### config.mk
export PLATFORM = sky130hd
export DESIGN_NAME = dma_level_sequencer
export DESIGN_NICKNAME = d
export VERILOG_FILES = /design/src/rtl/dmaseq_pkg.sv /design/src/rtl/dmaseq_ptr.sv /design/src/rtl/dmaseq_levels.sv /design/src/rtl/dmaseq_flags.sv /design/src/rtl/dma_level_sequencer.sv
export SDC_FILE = /design/constraint.sdc
export NUM_CORES = 1
export LEC_CHECK = 0
export CAP_MARGIN = 20
export CELL_PAD_IN_SITES_DETAIL_PLACEMENT = 1
export CELL_PAD_IN_SITES_GLOBAL_PLACEMENT = 1
export CORE_MARGIN = 8
export CORE_UTILIZATION = 40
export CTS_CLUSTER_SIZE = 30
export DETAILED_ROUTE_END_ITERATION = 12
export PLACE_DENSITY_LB_ADDON = 0.1
export RECOVER_POWER = 25
export SLEW_MARGIN = 20
export SYNTH_ARGS = -nofsm -noshare
export SYNTH_HDL_FRONTEND = slang
export SYNTH_SLANG_ARGS = --single-unit
export TNS_END_PERCENT = 20
### constraint.sdc
create_clock -name clk -period 6.59 [get_ports clk]
set_clock_uncertainty 0.1 [all_clocks]
set_input_delay 0.9885 -clock clk [delete_from_list [all_inputs] [get_ports clk]]
set_output_delay 0.9885 -clock clk [all_outputs]
set_load 0.02 [all_outputs]
### src/rtl/dmaseq_pkg.sv
package dmaseq_pkg;

    typedef enum logic [1:0] {
        ST_IDLE = 2'd0,
        ST_WAIT = 2'd1,
        ST_RUN  = 2'd2
    } seq_state_t;

    typedef enum logic [1:0] {
        TRIG_BUFFER = 2'd0,
        TRIG_BLOCK  = 2'd1,
        TRIG_REPEAT = 2'd2,
        TRIG_FULL   = 2'd3
    } trig_t;

    typedef enum logic [1:0] {
        PTR_FIXED = 2'd0,
        PTR_INC   = 2'd1,
        PTR_DEC   = 2'd2,
        PTR_HOLD  = 2'd3
    } ptr_mode_t;

    localparam int FLAG_N    = 5;
    localparam int F_BUF     = 0;
    localparam int F_BLK     = 1;
    localparam int F_RPT     = 2;
    localparam int F_CHAN    = 3;
    localparam int F_ALIGN   = 4;

    function automatic logic [3:0] step_of(input logic [1:0] sz);
        return 4'd1 << sz;
    endfunction

    function automatic logic [2:0] low_mask(input logic [1:0] sz);
        case (sz)
            2'd0:    return 3'b000;
            2'd1:    return 3'b001;
            2'd2:    return 3'b011;
            default: return 3'b111;
        endcase
    endfunction

endpackage

### src/rtl/dmaseq_ptr.sv
module dmaseq_ptr #(
    parameter int ADDR_W = 32,
    parameter int OFF_W  = 17
) (
    input  logic              clk,
    input  logic              rst_n,
    input  logic              load,
    input  logic [ADDR_W-1:0] base,
    input  logic              advance,
    input  logic              jump,
    input  logic [1:0]        mode,
    input  logic [3:0]        step,
    input  logic [OFF_W-1:0]  offset,
    output logic [ADDR_W-1:0] addr
);
    import dmaseq_pkg::*;

    localparam int EXT_W = ADDR_W - OFF_W;

    logic [ADDR_W-1:0] stepped;
    logic [ADDR_W-1:0] off_ext;

    always_comb begin
        off_ext = {{EXT_W{offset[OFF_W-1]}}, offset};
        unique case (ptr_mode_t'(mode))
            PTR_INC: stepped = addr + ADDR_W'(step);
            PTR_DEC: stepped = addr - ADDR_W'(step);
            default: stepped = addr;
        endcase
    end

    always_ff @(posedge clk or negedge rst_n) begin
        if (!rst_n) begin
            addr <= '0;
        end else if (load) begin
            addr <= base;
        end else if (advance) begin
            addr <= jump ? (stepped + off_ext) : stepped;
        end
    end

    a_r3_fixed_hold: assert property (@(posedge clk) disable iff (!rst_n)
        (advance && !load && !jump && (mode == 2'd0 || mode == 2'd3)) |=> $stable(addr));

    a_r3_idle_hold: assert property (@(posedge clk) disable iff (!rst_n)
        (!advance && !load) |=> $stable(addr));

endmodule

### src/rtl/dmaseq_levels.sv
module dmaseq_levels #(
    parameter int BUF_W = 7,
    parameter int BLK_W = 17,
    parameter int RPT_W = 12
) (
    input  logic             clk,
    input  logic             rst_n,
    input  logic             load,
    input  logic             advance,
    input  logic [3:0]       step,
    input  logic [BUF_W-1:0] buf_len,
    input  logic [BLK_W-1:0] blk_len,
    input  logic [RPT_W-1:0] rpt,
    output logic [BLK_W-1:0] blk_remain,
    output logic             evt_buf,
    output logic             evt_blk,
    output logic             evt_rpt
);
    localparam int BC_W = BUF_W + 2;

    logic [BC_W-1:0]  buf_cnt;
    logic [RPT_W-1:0] rpt_left;
    logic [BC_W-1:0]  buf_sum;
    logic [BC_W-1:0]  buf_lim;

    always_comb begin
        buf_sum = buf_cnt + BC_W'(step);
        buf_lim = BC_W'(buf_len) + BC_W'(1);
        evt_blk = (blk_remain == BLK_W'(step));
        evt_buf = evt_blk || (buf_sum >= buf_lim);
        evt_rpt = evt_blk && (rpt_left == '0);
    end

    always_ff @(posedge clk or negedge rst_n) begin
        if (!rst_n) begin
            blk_remain <= '0;
            buf_cnt    <= '0;
            rpt_left   <= '0;
        end else if (load) begin
            blk_remain <= blk_len;
            buf_cnt    <= '0;
            rpt_left   <= rpt;
        end else if (advance) begin
            if (evt_blk) begin
                buf_cnt <= '0;
                if (evt_rpt) begin
                    blk_remain <= '0;
                end else begin
                    blk_remain <= blk_len;
                    rpt_left   <= rpt_left - RPT_W'(1);
                end
            end else begin
                blk_remain <= blk_remain - BLK_W'(step);
                buf_cnt    <= evt_buf ? '0 : buf_sum;
            end
        end
    end

    a_r5_no_underflow: assert property (@(posedge clk) disable iff (!rst_n)
        advance |-> (blk_remain >= BLK_W'(step)));

    a_r6_buf_bounded: assert property (@(posedge clk) disable iff (!rst_n)
        advance |-> (buf_cnt < buf_lim));

endmodule

### src/rtl/dmaseq_flags.sv
module dmaseq_flags #(
    parameter int N = 5
) (
    input  logic         clk,
    input  logic         rst_n,
    input  logic [N-1:0] set,
    input  logic [N-1:0] clr,
    input  logic [N-1:0] irq_en,
    output logic [N-1:0] flags,
    output logic         irq
);
    always_ff @(posedge clk or negedge rst_n) begin
        if (!rst_n) begin
            flags <= '0;
        end else begin
            flags <= (flags & ~clr) | set;
        end
    end

    always_comb begin
        irq = |(flags & irq_en);
    end

    a_r7_sticky: assert property (@(posedge clk) disable iff (!rst_n)
        1'b1 |=> ((flags & $past(flags & ~clr)) == $past(flags & ~clr)));

endmodule

### src/rtl/dma_level_sequencer.sv
module dma_level_sequencer #(
    parameter int ADDR_W = 32,
    parameter int OFF_W  = 17,
    parameter int BUF_W  = 7,
    parameter int BLK_W  = 17,
    parameter int RPT_W  = 12
) (
    input  logic              clk,
    input  logic              rst_n,
    input  logic              chan_en,
    input  logic              start,
    input  logic              req,
    input  logic [1:0]        cfg_trig,
    input  logic [1:0]        cfg_src_mode,
    input  logic [1:0]        cfg_dst_mode,
    input  logic [1:0]        cfg_size,
    input  logic [BUF_W-1:0]  cfg_buf_len,
    input  logic [BLK_W-1:0]  cfg_blk_len,
    input  logic [RPT_W-1:0]  cfg_rpt,
    input  logic [ADDR_W-1:0] cfg_src_base,
    input  logic [ADDR_W-1:0] cfg_dst_base,
    input  logic [OFF_W-1:0]  cfg_src_off,
    input  logic [OFF_W-1:0]  cfg_dst_off,
    input  logic              beat_ack,
    input  logic [4:0]        flag_clr,
    input  logic [4:0]        irq_en,
    output logic [ADDR_W-1:0] src_addr,
    output logic [ADDR_W-1:0] dst_addr,
    output logic              beat_valid,
    output logic [BLK_W-1:0]  blk_remain,
    output logic              req_active,
    output logic [4:0]        flags,
    output logic              irq
);
    import dmaseq_pkg::*;

    seq_state_t state, state_nx;

    logic [3:0]        step;
    logic              misalign;
    logic              start_ok;
    logic              do_load;
    logic              err_set;
    logic              beat_done;
    logic              evt_buf, evt_blk, evt_rpt;
    logic              unit_end;
    logic              jump;
    logic [FLAG_N-1:0] flag_set;

    always_comb begin
        step      = step_of(cfg_size);
        misalign  = (cfg_blk_len == '0) || ((cfg_blk_len[2:0] & low_mask(cfg_size)) != 3'b000);
        start_ok  = (state == ST_IDLE) && start && chan_en;
        do_load   = start_ok && !misalign;
        err_set   = start_ok && misalign;
        beat_done = (state == ST_RUN) && chan_en && beat_ack;
        jump      = evt_blk && !evt_rpt;
        unique case (trig_t'(cfg_trig))
            TRIG_BUFFER: unit_end = evt_buf;
            TRIG_BLOCK:  unit_end = evt_blk;
            TRIG_REPEAT: unit_end = evt_rpt;
            TRIG_FULL:   unit_end = evt_rpt;
        endcase
        flag_set           = '0;
        flag_set[F_BUF]    = beat_done && evt_buf;
        flag_set[F_BLK]    = beat_done && evt_blk;
        flag_set[F_RPT]    = beat_done && evt_rpt;
        flag_set[F_CHAN]   = beat_done && evt_rpt;
        flag_set[F_ALIGN]  = err_set;
    end

    // Next state
    always_comb begin
        state_nx = state;
        unique case (state)
            ST_IDLE: if (do_load) state_nx = ST_WAIT;
            ST_WAIT: begin
                if (!chan_en)  state_nx = ST_IDLE;
                else if (req)  state_nx = ST_RUN;
            end
            ST_RUN: begin
                if (!chan_en)                  state_nx = ST_IDLE;
                else if (beat_ack && evt_rpt)  state_nx = ST_IDLE;
                else if (beat_ack && unit_end) state_nx = ST_WAIT;
            end
            default: state_nx = ST_IDLE;
        endcase
    end

    // State register
    always_ff @(posedge clk or negedge rst_n) begin
        if (!rst_n) state <= ST_IDLE;
        else        state <= state_nx;
    end

    // Outputs
    always_comb begin
        beat_valid = 1'b0;
        req_active = 1'b0;
        unique case (state)
            ST_IDLE: ;
            ST_WAIT: ;
            ST_RUN: begin
                beat_valid = 1'b1;
                req_active = 1'b1;
            end
            default: ;
        endcase
    end

    dmaseq_ptr #(.ADDR_W(ADDR_W), .OFF_W(OFF_W)) u_src_ptr (
        .clk(clk), .rst_n(rst_n), .load(do_load), .base(cfg_src_base),
        .advance(beat_done), .jump(jump), .mode(cfg_src_mode), .step(step),
        .offset(cfg_src_off), .addr(src_addr)
    );

    dmaseq_ptr #(.ADDR_W(ADDR_W), .OFF_W(OFF_W)) u_dst_ptr (
        .clk(clk), .rst_n(rst_n), .load(do_load), .base(cfg_dst_base),
        .advance(beat_done), .jump(jump), .mode(cfg_dst_mode), .step(step),
        .offset(cfg_dst_off), .addr(dst_addr)
    );

    dmaseq_levels #(.BUF_W(BUF_W), .BLK_W(BLK_W), .RPT_W(RPT_W)) u_levels (
        .clk(clk), .rst_n(rst_n), .load(do_load), .advance(beat_done),
        .step(step), .buf_len(cfg_buf_len), .blk_len(cfg_blk_len), .rpt(cfg_rpt),
        .blk_remain(blk_remain), .evt_buf(evt_buf), .evt_blk(evt_blk), .evt_rpt(evt_rpt)
    );

    dmaseq_flags #(.N(FLAG_N)) u_flags (
        .clk(clk), .rst_n(rst_n), .set(flag_set), .clr(flag_clr),
        .irq_en(irq_en), .flags(flags), .irq(irq)
    );

    a_r10_no_beat_misalign: assert property (@(posedge clk) disable iff (!rst_n)
        err_set |=> (!beat_valid && state == ST_IDLE));

    a_r11_abort_idle: assert property (@(posedge clk) disable iff (!rst_n)
        (state == ST_RUN && !chan_en) |=> (!req_active && !beat_valid));

    a_r2_stop_after_unit: assert property (@(posedge clk) disable iff (!rst_n)
        (beat_done && unit_end) |=> !beat_valid);

    a_r12_idle_req: assert property (@(posedge clk) disable iff (!rst_n)
        (state == ST_IDLE && !start) |=> !beat_valid);

endmodule

# [After elaboration in Yosys (flattened, before gate mapping)]
# Cells that the tools add are included.
[classes] n_addsub=10 magnitude_cmp=1 eq_ne=16 shifts=1 mux=30 bitwise_logic=5 reduce_logical=29
[op_table] op="two-way mux 32 bit" n=6
[op_table] op="one-hot mux 32 bit (2 select lines)" n=2
[op_table] op="two-way mux 17 bit" n=4
[op_table] op="adder 32 bit" n=2
[op_table] op="adder 32 x 4 -> 32 bit" n=2
[op_table] op="subtractor 32 x 4 -> 32 bit" n=2
[op_table] op="two-way mux 12 bit" n=4
[op_table] op="two-way mux 9 bit" n=4
[op_table] op="equality test 17 x 4 -> 1 bit" n=1
[op_table] op="zero test 17 bit" n=1
[op_table] op="subtractor 17 x 4 -> 17 bit" n=1
[op_table] op="logical AND 1 bit" n=13
[op_table] op="equality test 2 bit, second input constant" n=6
[op_table] op="zero test 12 bit" n=1
[op_table] op="two-way mux 2 bit" n=6
[op_table] op="subtractor 12 x 1 -> 12 bit, second input constant" n=1
[op_table] op="AND 5 bit" n=2
[op_table] op="equality test 2 x 1 -> 1 bit, second input constant" n=5
[op_table] op="adder 9 x 4 -> 9 bit" n=1
[op_table] op="greater-or-equal comparator 9 bit" n=1
[op_table] op="one-hot mux 3 bit (3 select lines)" n=1
[op_table] op="adder 7 x 1 -> 8 bit, second input constant" n=1
[op_table] op="zero test 2 bit" n=3
[op_table] op="one-hot mux 2 bit (3 select lines)" n=1
[op_table] op="16 further kinds" n=21
[totals] register_bits=109

# [Logic depth before layout (Yosys ltp)]
# Gate-level depths: netlist of the first run.
[depth] depth_word=10 depth_mapped=28

# [Modules after synthesis]
# Synthesis of the first run repeated with hierarchy kept, for this count alone.
[unflattened] cells_unflattened=1840 area_unflattened_um2=14076.0
[modules_own_cells] module="dmaseq_ptr (u_src_ptr)" n_inst=1 cells_each=752 area_each_um2=5499.0 seq_area_each_um2=800.8
[modules_own_cells] module="dmaseq_ptr (u_dst_ptr)" n_inst=1 cells_each=725 area_each_um2=5367.6 seq_area_each_um2=800.8
[modules_own_cells] module="dmaseq_levels" n_inst=1 cells_each=309 area_each_um2=2741.4 seq_area_each_um2=950.9
[modules_own_cells] module="dma_level_sequencer" n_inst=1 cells_each=36 area_each_um2=265.3 seq_area_each_um2=50.0
[modules_own_cells] module="dmaseq_flags" n_inst=1 cells_each=18 area_each_um2=202.7 seq_area_each_um2=125.1

# [Worst setup path after synthesis of the first run]
# Ideal clock, no wire load.
[synth_timing] path_kind="input port to flip-flop" from="input cfg_dst_mode[0]" to="register u_dst_ptr.addr[31]" arrival_ns=6.340 path_slack_ns=0.024 stages=25 path_cell_list="inv_1 ha_1 ha_1 a21o_1 a21o_1 a221o_1 a21oi_1 o2111a_1 o21bai_1 a21oi_1 xor2_1 o21ai_0 ha_1 a21o_1 a21o_1 a2111oi_0 o21bai_1 a221o_1 o31a_1 o21ai_1 xnor2_1 nand2_1 xnor2_1 a21o_1 a221o_1"
[synth_between] elab_chain_len=6 word_cells_on_any_way=7 classes_between="add/sub (1); eq/ne (2); mux (4)"
[synth_lines] element="from (decl)" line_no="dma_level_sequencer.sv:15" text="input logic [1:0] cfg_dst_mode,"
[synth_lines] element="equality test 2 bit or equality test 2 x 1 -> 1 bit (tied branches)" line_no="dmaseq_ptr.sv:25" text="unique case (ptr_mode_t'(mode))"
[synth_lines] element="one-hot mux 32 bit (2 select lines) *" line_no="dmaseq_ptr.sv:25"
[synth_lines] element="adder 32 bit" line_no="dmaseq_ptr.sv:38" text="addr <= jump ? (stepped + off_ext) : stepped;"
[synth_lines] element="two-way mux 32 bit *" line_no="dmaseq_ptr.sv:38"
[synth_lines] element="two-way mux 32 bit *" line_no="dmaseq_ptr.sv:37" text="end else if (advance) begin"
[synth_lines] element="two-way mux 32 bit *" line_no="dmaseq_ptr.sv:35" text="end else if (load) begin"
[synth_lines] element="to (signal assigned)" line_no="dmaseq_ptr.sv:36" text="addr <= base;"
[synth_lines] element="to (signal assigned)" line_no="dmaseq_ptr.sv:38"
[synth_lines] element="to (decl)" line_no="dmaseq_ptr.sv:14" text="output logic [ADDR_W-1:0] addr"
# Mark *: on every way between the ends. The rest lies on a longest branch, timed or not. The select of a mux whose other input is x is not followed.
# A chain may end at the register's enable or synchronous reset.

# [Final worst setup path of the first run]
[layout_timing] from="input cfg_dst_mode[1]" to="register u_dst_ptr.addr[31]"
# The elaborated chain is that of the path after synthesis.

==> results.toml, run 1 <==
[global_route]
met2_usage = 0.4887
antenna_found_initial = 1
busiest_layer = "met2"
track_usage = 0.2897
grt_pass1_wl_um = 90750
grt_pass1_vias = 16490
grt_max_degree = 65
met3_usage = 0.03519
use_met1 = 0.3798
overflow = 0

[floorplanning]
core_area_um2 = 33200
die_area_um2 = 39490
start_util = 0.4023
die_h_um = 198.7
chipWidth_um = 198.7
ios = 247
rows = 67

[logic_synthesis]
mappedNetlistArea_um2 = 13360
synthSimpleGateAreaFrac = 0.1881
avgSynthCellArea_um2 = 7.571
synth_cells = 1764
yosys.area.top_type = "dfrtp_1"
synthXorXnorAreaFrac = 0.08722
ys_ff_latch = 109
muxShareOfSynthArea = 0.01480
async_reset_ff_frac = 1.000
synth_ff_type = "dfrtp_1"
netlist.area_leader.share = 0.2042
synth-seq-area-share = 0.2042
ys_warn_count = 0
syn-num-nets = 2077
ys_top_cells_by_area = "dfrtp_1 20%, ha_1 14%, o21ai_0 6.8%"
synth_cell_type_count = 76
synth_compound_area_frac = 0.3195
synth_top_family_by_area = "compound AO/OA/AOI/OAI gates"
synth_edf_count = 0
synth-adder-area-share = 0.1490

[sta]
fmax_mhz = 156.2
tightest_slew_ns = 4.248
tns_ns = 0
final.min_clock_period_ns = 6.404
slew_violations = 65
hold_viol = 0
relSlewSlack = -1.832
post-route-period-util = 0.9718
setup_violations = 0

[cts]
root_buffer = "clkbuf_16"
clock_latency_ns = 0.40
clkSlewWorstSetupHoldPaths_ns = 0.09
ctsHoldBuffers = 0
clock_sinks = 109
cts_buffer_depth = 2
ctsHtreeMaxLevel = 3
numCtsBuffers = 9
cts_tree = "yes"

[power_and_ir_drop]
peakVddDrop_uv = 201.8
power_density_nw_per_um2 = 386.3
leakagePower_nw = 8.287

[routing]
drt-initial-drc-count = 791
vias = 15630
wl_per_cell_um = 22.22
firstDrtPassIters = 5
final_antenna_net_count = 0
drt_drc_violations_left = 0
via_per_inst = 5.949
routed_wl_um = 58360

[worst_setup_path]
crit_slowest_cell = "clkdlybuf4s50_1"
crit_path_max_incr_delay_ns = 0.50
critical_path_class = "primary input to register"
startpoint_type = "primary input"
crit_required_ns = 6.77
end_kind = "register"
cp.arrival_ns = 6.59
cp_max_fo = 3
critPathMostFrequentCell = "ha_1"

[placed_design]
dpl_cell_area_um2 = 17790
portBuffers = 246
dp_hpwl_um = 45250
routabilityCongestion = 0.9334

[flow_run]
max-cap-violations = 1

[final_layout]
design_area_um2 = 18340
fin_nets = 2486
fillers = 4161
areaGrowthSynthToFinish_pct = 37.29
layout-drive-gt1-share = 0.1414
final_common_cell = "clkdlybuf4s50_1"
mostFrequentLayoutCells = "244 x clkdlybuf4s50_1, 228 x nand2_1, 223 x buf_4, 169 x o21ai_0, 148 x ha_1"

[outcome]
status = "finished, violations left"
violations = "max-capacitance violations, max-slew violations"

[hold_path]
hp-class = "register to register"
[cells in the mapped netlist (9+ instances only)]
| master | instances |
|---|---|
| a211o_1 | 9 |
| a211oi_1 | 17 |
| a21o_1 | 78 |
| a21oi_1 | 154 |
| a221o_1 | 12 |
| a31oi_1 | 24 |
| and2_1 | 11 |
| and3_1 | 14 |
| clkbuf_1 | 72 |
| dfrtp_1 | 109 |
| ha_1 | 151 |
| inv_1 | 56 |
| mux2i_1 | 13 |
| nand2_1 | 229 |
| nand2b_1 | 24 |
| nand3_1 | 29 |
| nand4_1 | 18 |
| nor2_1 | 127 |
| nor2b_1 | 20 |
| nor3_1 | 36 |
| o211ai_1 | 13 |
| o21a_1 | 33 |
| o21ai_0 | 182 |
| o21bai_1 | 16 |
| o22ai_1 | 17 |
| o31ai_1 | 15 |
| or3_1 | 9 |
| xnor2_1 | 72 |
| xor2_1 | 61 |
[sequential cells by signal (all words and copies together) (netlist names)]
name / flops
u_levels.blk_remain: 17
u_flags.flags: 5
u_levels.buf_cnt: 9
u_dst_ptr.addr: 32
state: 2
u_levels.rpt_left: 12
u_src_ptr.addr: 32
[kinds of logic (layout without fill, tap and decap cells)]
group,after synthesis,after routing
other,0,1
AND/OR/NAND/NOR,551,551
XOR/XNOR,133,133
AO/OA/AOI/OAI,664,664
multiplexers,19,19
adder cells (fa/ha/maj),157,157
flip-flops,109,109
buffers and inverters,131,545
[through the flow]
| step | hold WS (ns) | utilization | power, mW | worst slack [ns] | instances |
|---|---|---|---|---|---|
| final | 0.4130 | 0.5523 | 7.083 | 0.1860 | 2627 |
| after global routing | 0.4498 | 0.5523 | 7.589 | -0.03210 | 2627 |
| after CTS | 0.4096 | 0.5454 | 6.944 | 0.01839 | 2622 |
| after detailed placement | 0.3903 | 0.5360 | 6.258 | -0.5905 | 2606 |
| after global placement | 0.3820 | 0.5360 | 6.087 | -0.2826 | 2606 |
| after floorplan | 0.3563 | - | 4.134 | 0.02381 | 1764 |
[final timing paths]
path                                     start                  end  slack, ns  depth (start not counted)
max                            cfg_dst_mode[1]   u_dst_ptr.addr[31]       0.19                         26
max in group asynchronous                rst_n   u_src_ptr.addr[12]       1.49                          2
min                        u_levels.buf_cnt[0]  u_levels.buf_cnt[0]       0.41                          2
min in group asynchronous                rst_n  u_levels.buf_cnt[1]       1.99                          1
max reg2reg                  u_src_ptr.addr[0]   u_src_ptr.addr[31]       1.08                         23
min reg2reg                u_levels.buf_cnt[0]  u_levels.buf_cnt[0]       0.41                          2
[critical path: cells and delay by family]
kind / cells / cell delay [ns]
compound gates: 14 / 3.31
xor+xnor: 2 / 0.28
fa+ha+maj: 3 / 0.83
buf+inv: 3 / 0.71
simple gates: 4 / 0.46
[metal layers]
layer  wire, um  part of all wire  vias to the layer above
li1           -                 -                     7322
met1      26150              0.45                     7741
met2      27130              0.46                      467
met3       3464             0.059                       97
met4       1617             0.028                        0
met5          0                 0                        -
[final cells by class]
type,instances,area [um^2],share of cell area
antenna,1,2.502,0.0001365
clock buffer,10,229.0,0.01249
clock inverter,6,75.07,0.004094
inverter,56,210.2,0.01146
multi-input combinational,1524,10350,0.5643
sequential,109,2728,0.1488
tap,448,560.5,0.03057
timing repair buffer,473,4184,0.2282
[power breakdown]
| part | internal [mW] | switching (mW) | total (mW) |
|---|---|---|---|
| Clock | 0.304 | 0.330 | 0.633 |
| Combinational | 2.43 | 2.88 | 5.31 |
| Sequential | 0.857 | 0.279 | 1.14 |
[what timing repair did]
item,CTS,global route
setup buffers,0,4
gates resized for setup,4,56
pin swaps,0,15
endpoints found under the setup margin,4,22
Power figures use the tool's default switching activity.
==> run 2: changes to the inputs <==
--- a/config.mk
+++ b/config.mk
@@ -14,7 +14,7 @@
 export DETAILED_ROUTE_END_ITERATION = 12
 export PLACE_DENSITY_LB_ADDON = 0.1
 export RECOVER_POWER = 25
-export SLEW_MARGIN = 20
+export SLEW_MARGIN = 25
 export SYNTH_ARGS = -nofsm -noshare
 export SYNTH_HDL_FRONTEND = slang
 export SYNTH_SLANG_ARGS = --single-unit
==> run 2 against run 1 <==
Compared with the run above:
- the run still ends with max-capacitance violations, max-slew violations left
- register-to-register slack got worse by 0.06 ns
- sequential cell count did not move
- utilization barely moved
- routed wire length fell by 0.10%
- sequential power barely moved
- cell count barely moved
- clock power fell by 2%
- setup slack got worse by 0.074 ns
- hold slack improved by 0.0028 ns
- count of clock-buffer cells in the layout fell by 1
- cell area barely moved
==> results.toml, run 2 (synthesis results as in run 1) <==
[outcome]
status = "finished, violations left"
violations = "max-capacitance violations, max-slew violations"

[worst_setup_path]
worstReg2RegEnd = "u_dst_ptr.addr[31]"
cp_max_fo = 8
endpoint = "u_dst_ptr.addr[31]"
crit_slowest_cell = "clkdlybuf4s50_1"
rr_startpoint = "u_dst_ptr.addr[0]"
cp.arrival_ns = 6.66
startpoint_type = "primary input"
rr_worst_depth = 25
crit_path_max_incr_delay_ns = 0.45
reg2reg_setup_slack_ns = 1.02
end_kind = "register"
crit_required_ns = 6.77
critPathMostFrequentCell = "a21o_1"
crit_start = "cfg_dst_mode[0]"
critical_path_class = "primary input to register"

[power_and_ir_drop]
leakagePower_nw = 8.285
p_sw_frac = 0.4953
power_density_nw_per_um2 = 385.0
clkPwrFrac = 0.088
p_seq_frac = 0.161
p_sw_mw = 3.494
peakVddDrop_uv = 209.1
intPower_mw = 3.560
power_frac_comb = 0.751

[cts]
clock_latency_ns = 0.40
root_buffer = "clkbuf_16"
ctsHtreeMaxLevel = 3
clock_sinks = 109
numCtsBuffers = 9
clkSlewWorstSetupHoldPaths_ns = 0.09
cts_tree = "yes"
ctsHoldBuffers = 0
cts_buffer_depth = 2

[final_layout]
regArea_um2 = 2728
mostFrequentLayoutCells = "244 x clkdlybuf4s50_1, 228 x nand2_1, 222 x buf_4, 168 x o21ai_0, 148 x ha_1"
design_area_um2 = 18320
layout-drive-gt1-share = 0.1410
top_regs = "u_dst_ptr.addr x32, u_src_ptr.addr x32, u_levels.blk_remain x17"
final_common_cell = "clkdlybuf4s50_1"
fin_nets = 2485
areaGrowthSynthToFinish_pct = 37.20
fillers = 4175
multi_input_area_um2 = 10340

[routing]
wl_met2_um = 27150
final_antenna_net_count = 0
drt-initial-drc-count = 808
route.layer.met1.wl_um = 26330
firstDrtPassIters = 4
vias = 15470
drt_drc_violations_left = 0
dr.max_layer_used = "met4"
wl_per_cell_um = 22.19
routed_wl_um = 58300
wl_met3_um = 3116
via_per_inst = 5.887

[floorplanning]
die_area_um2 = 39490
ios = 247
core_area_um2 = 33200
start_util = 0.4023
die_h_um = 198.7
chipWidth_um = 198.7
rows = 67

[sta]
final.min_clock_period_ns = 6.478
fmax_mhz = 154.4
slew_violations = 65
post-route-period-util = 0.9830
tns_ns = 0
relSlewSlack = -1.798
hold_viol = 0
tightest_slew_ns = 4.197
setup_violations = 0

[global_route]
track_usage = 0.2890
grt_max_degree = 65
overflow = 0
grt_pass1_wl_um = 90600
antenna_found_initial = 1
grt_pass1_vias = 16390

[placed_design]
portBuffers = 246
dp_hpwl_um = 45290
routabilityCongestion = 0.9334
dpl_cell_area_um2 = 17790

[flow_run]
max-cap-violations = 1

[hold_path]
hp-class = "register to register"
run 2: routing by layer:
layer  global-route usage  up-vias
met5                    0        -
met4              0.09964        0
li1                     -     7317
met1               0.3773     7625
met3              0.03705       94
met2               0.4859      434
run 2: area by class of cell:
| class | count | share of cell area |
|---|---|---|
| repair buffers | 472 | 0.2279 |
| diodes | 3 | 0.0004097 |
| inverters | 56 | 0.01147 |
| clock buffers | 9 | 0.01229 |
| well taps | 448 | 0.03059 |
| multi-input cells | 1524 | 0.5644 |
| clock inverters | 7 | 0.004097 |
| flip-flops and latches | 109 | 0.1489 |
run 2: critical path, delay by kind of cell:
family / cells / cell delay, ns
AO/OA/AOI/OAI: 16 / 3.54
buffers and inverters: 3 / 0.70
adder cells (fa/ha/maj): 3 / 0.86
AND/OR/NAND/NOR: 1 / 0.08
XOR/XNOR: 3 / 0.49
run 2: timing repair:
action / 4_1_cts / 5_1_grt
setup buffers: 0 / 3
endpoints found under the setup margin: 4 / 21
resized for setup: 4 / 54
pin swaps: 0 / 14
run 2: per-stage QoR:
stage	cells	util	setup WS (ns)	hold WS [ns]	total power, mW
after floorplan	1764	-	0.02381	0.3563	4.134
after global placement	2606	0.5360	-0.2826	0.3820	6.087
after detailed placement	2606	0.5360	-0.6102	0.3977	6.261
after CTS	2622	0.5454	0.01437	0.4165	6.931
after global routing	2626	0.5518	-0.1319	0.4417	7.579
final	2628	0.5520	0.1122	0.4158	7.055
run 2: worst min-delay path by stage:
stage	start	endpoint	slack [ns]	cells after the start
after global routing	u_levels.buf_cnt[0]	u_levels.buf_cnt[0]	0.44	2
final	u_levels.buf_cnt[2]	u_levels.buf_cnt[2]	0.42	1
after detailed placement	u_levels.buf_cnt[2]	u_levels.buf_cnt[2]	0.40	1
after floorplan	u_levels.buf_cnt[0]	u_levels.buf_cnt[0]	0.36	2
after global placement	u_levels.buf_cnt[0]	u_levels.buf_cnt[0]	0.38	2
after CTS	u_levels.buf_cnt[2]	u_levels.buf_cnt[2]	0.42	1
run 2: power groups by stage:
stage | sequential, mW | clock [mW] | combinational (mW)
after CTS | 1.13 | 0.632 | 5.17
final | 1.14 | 0.619 | 5.30
after detailed placement | 1.14 | 0 | 5.12
after global placement | 1.13 | 0 | 4.96
after global routing | 1.16 | 0.649 | 5.77
after floorplan | 1.25 | 0 | 2.88
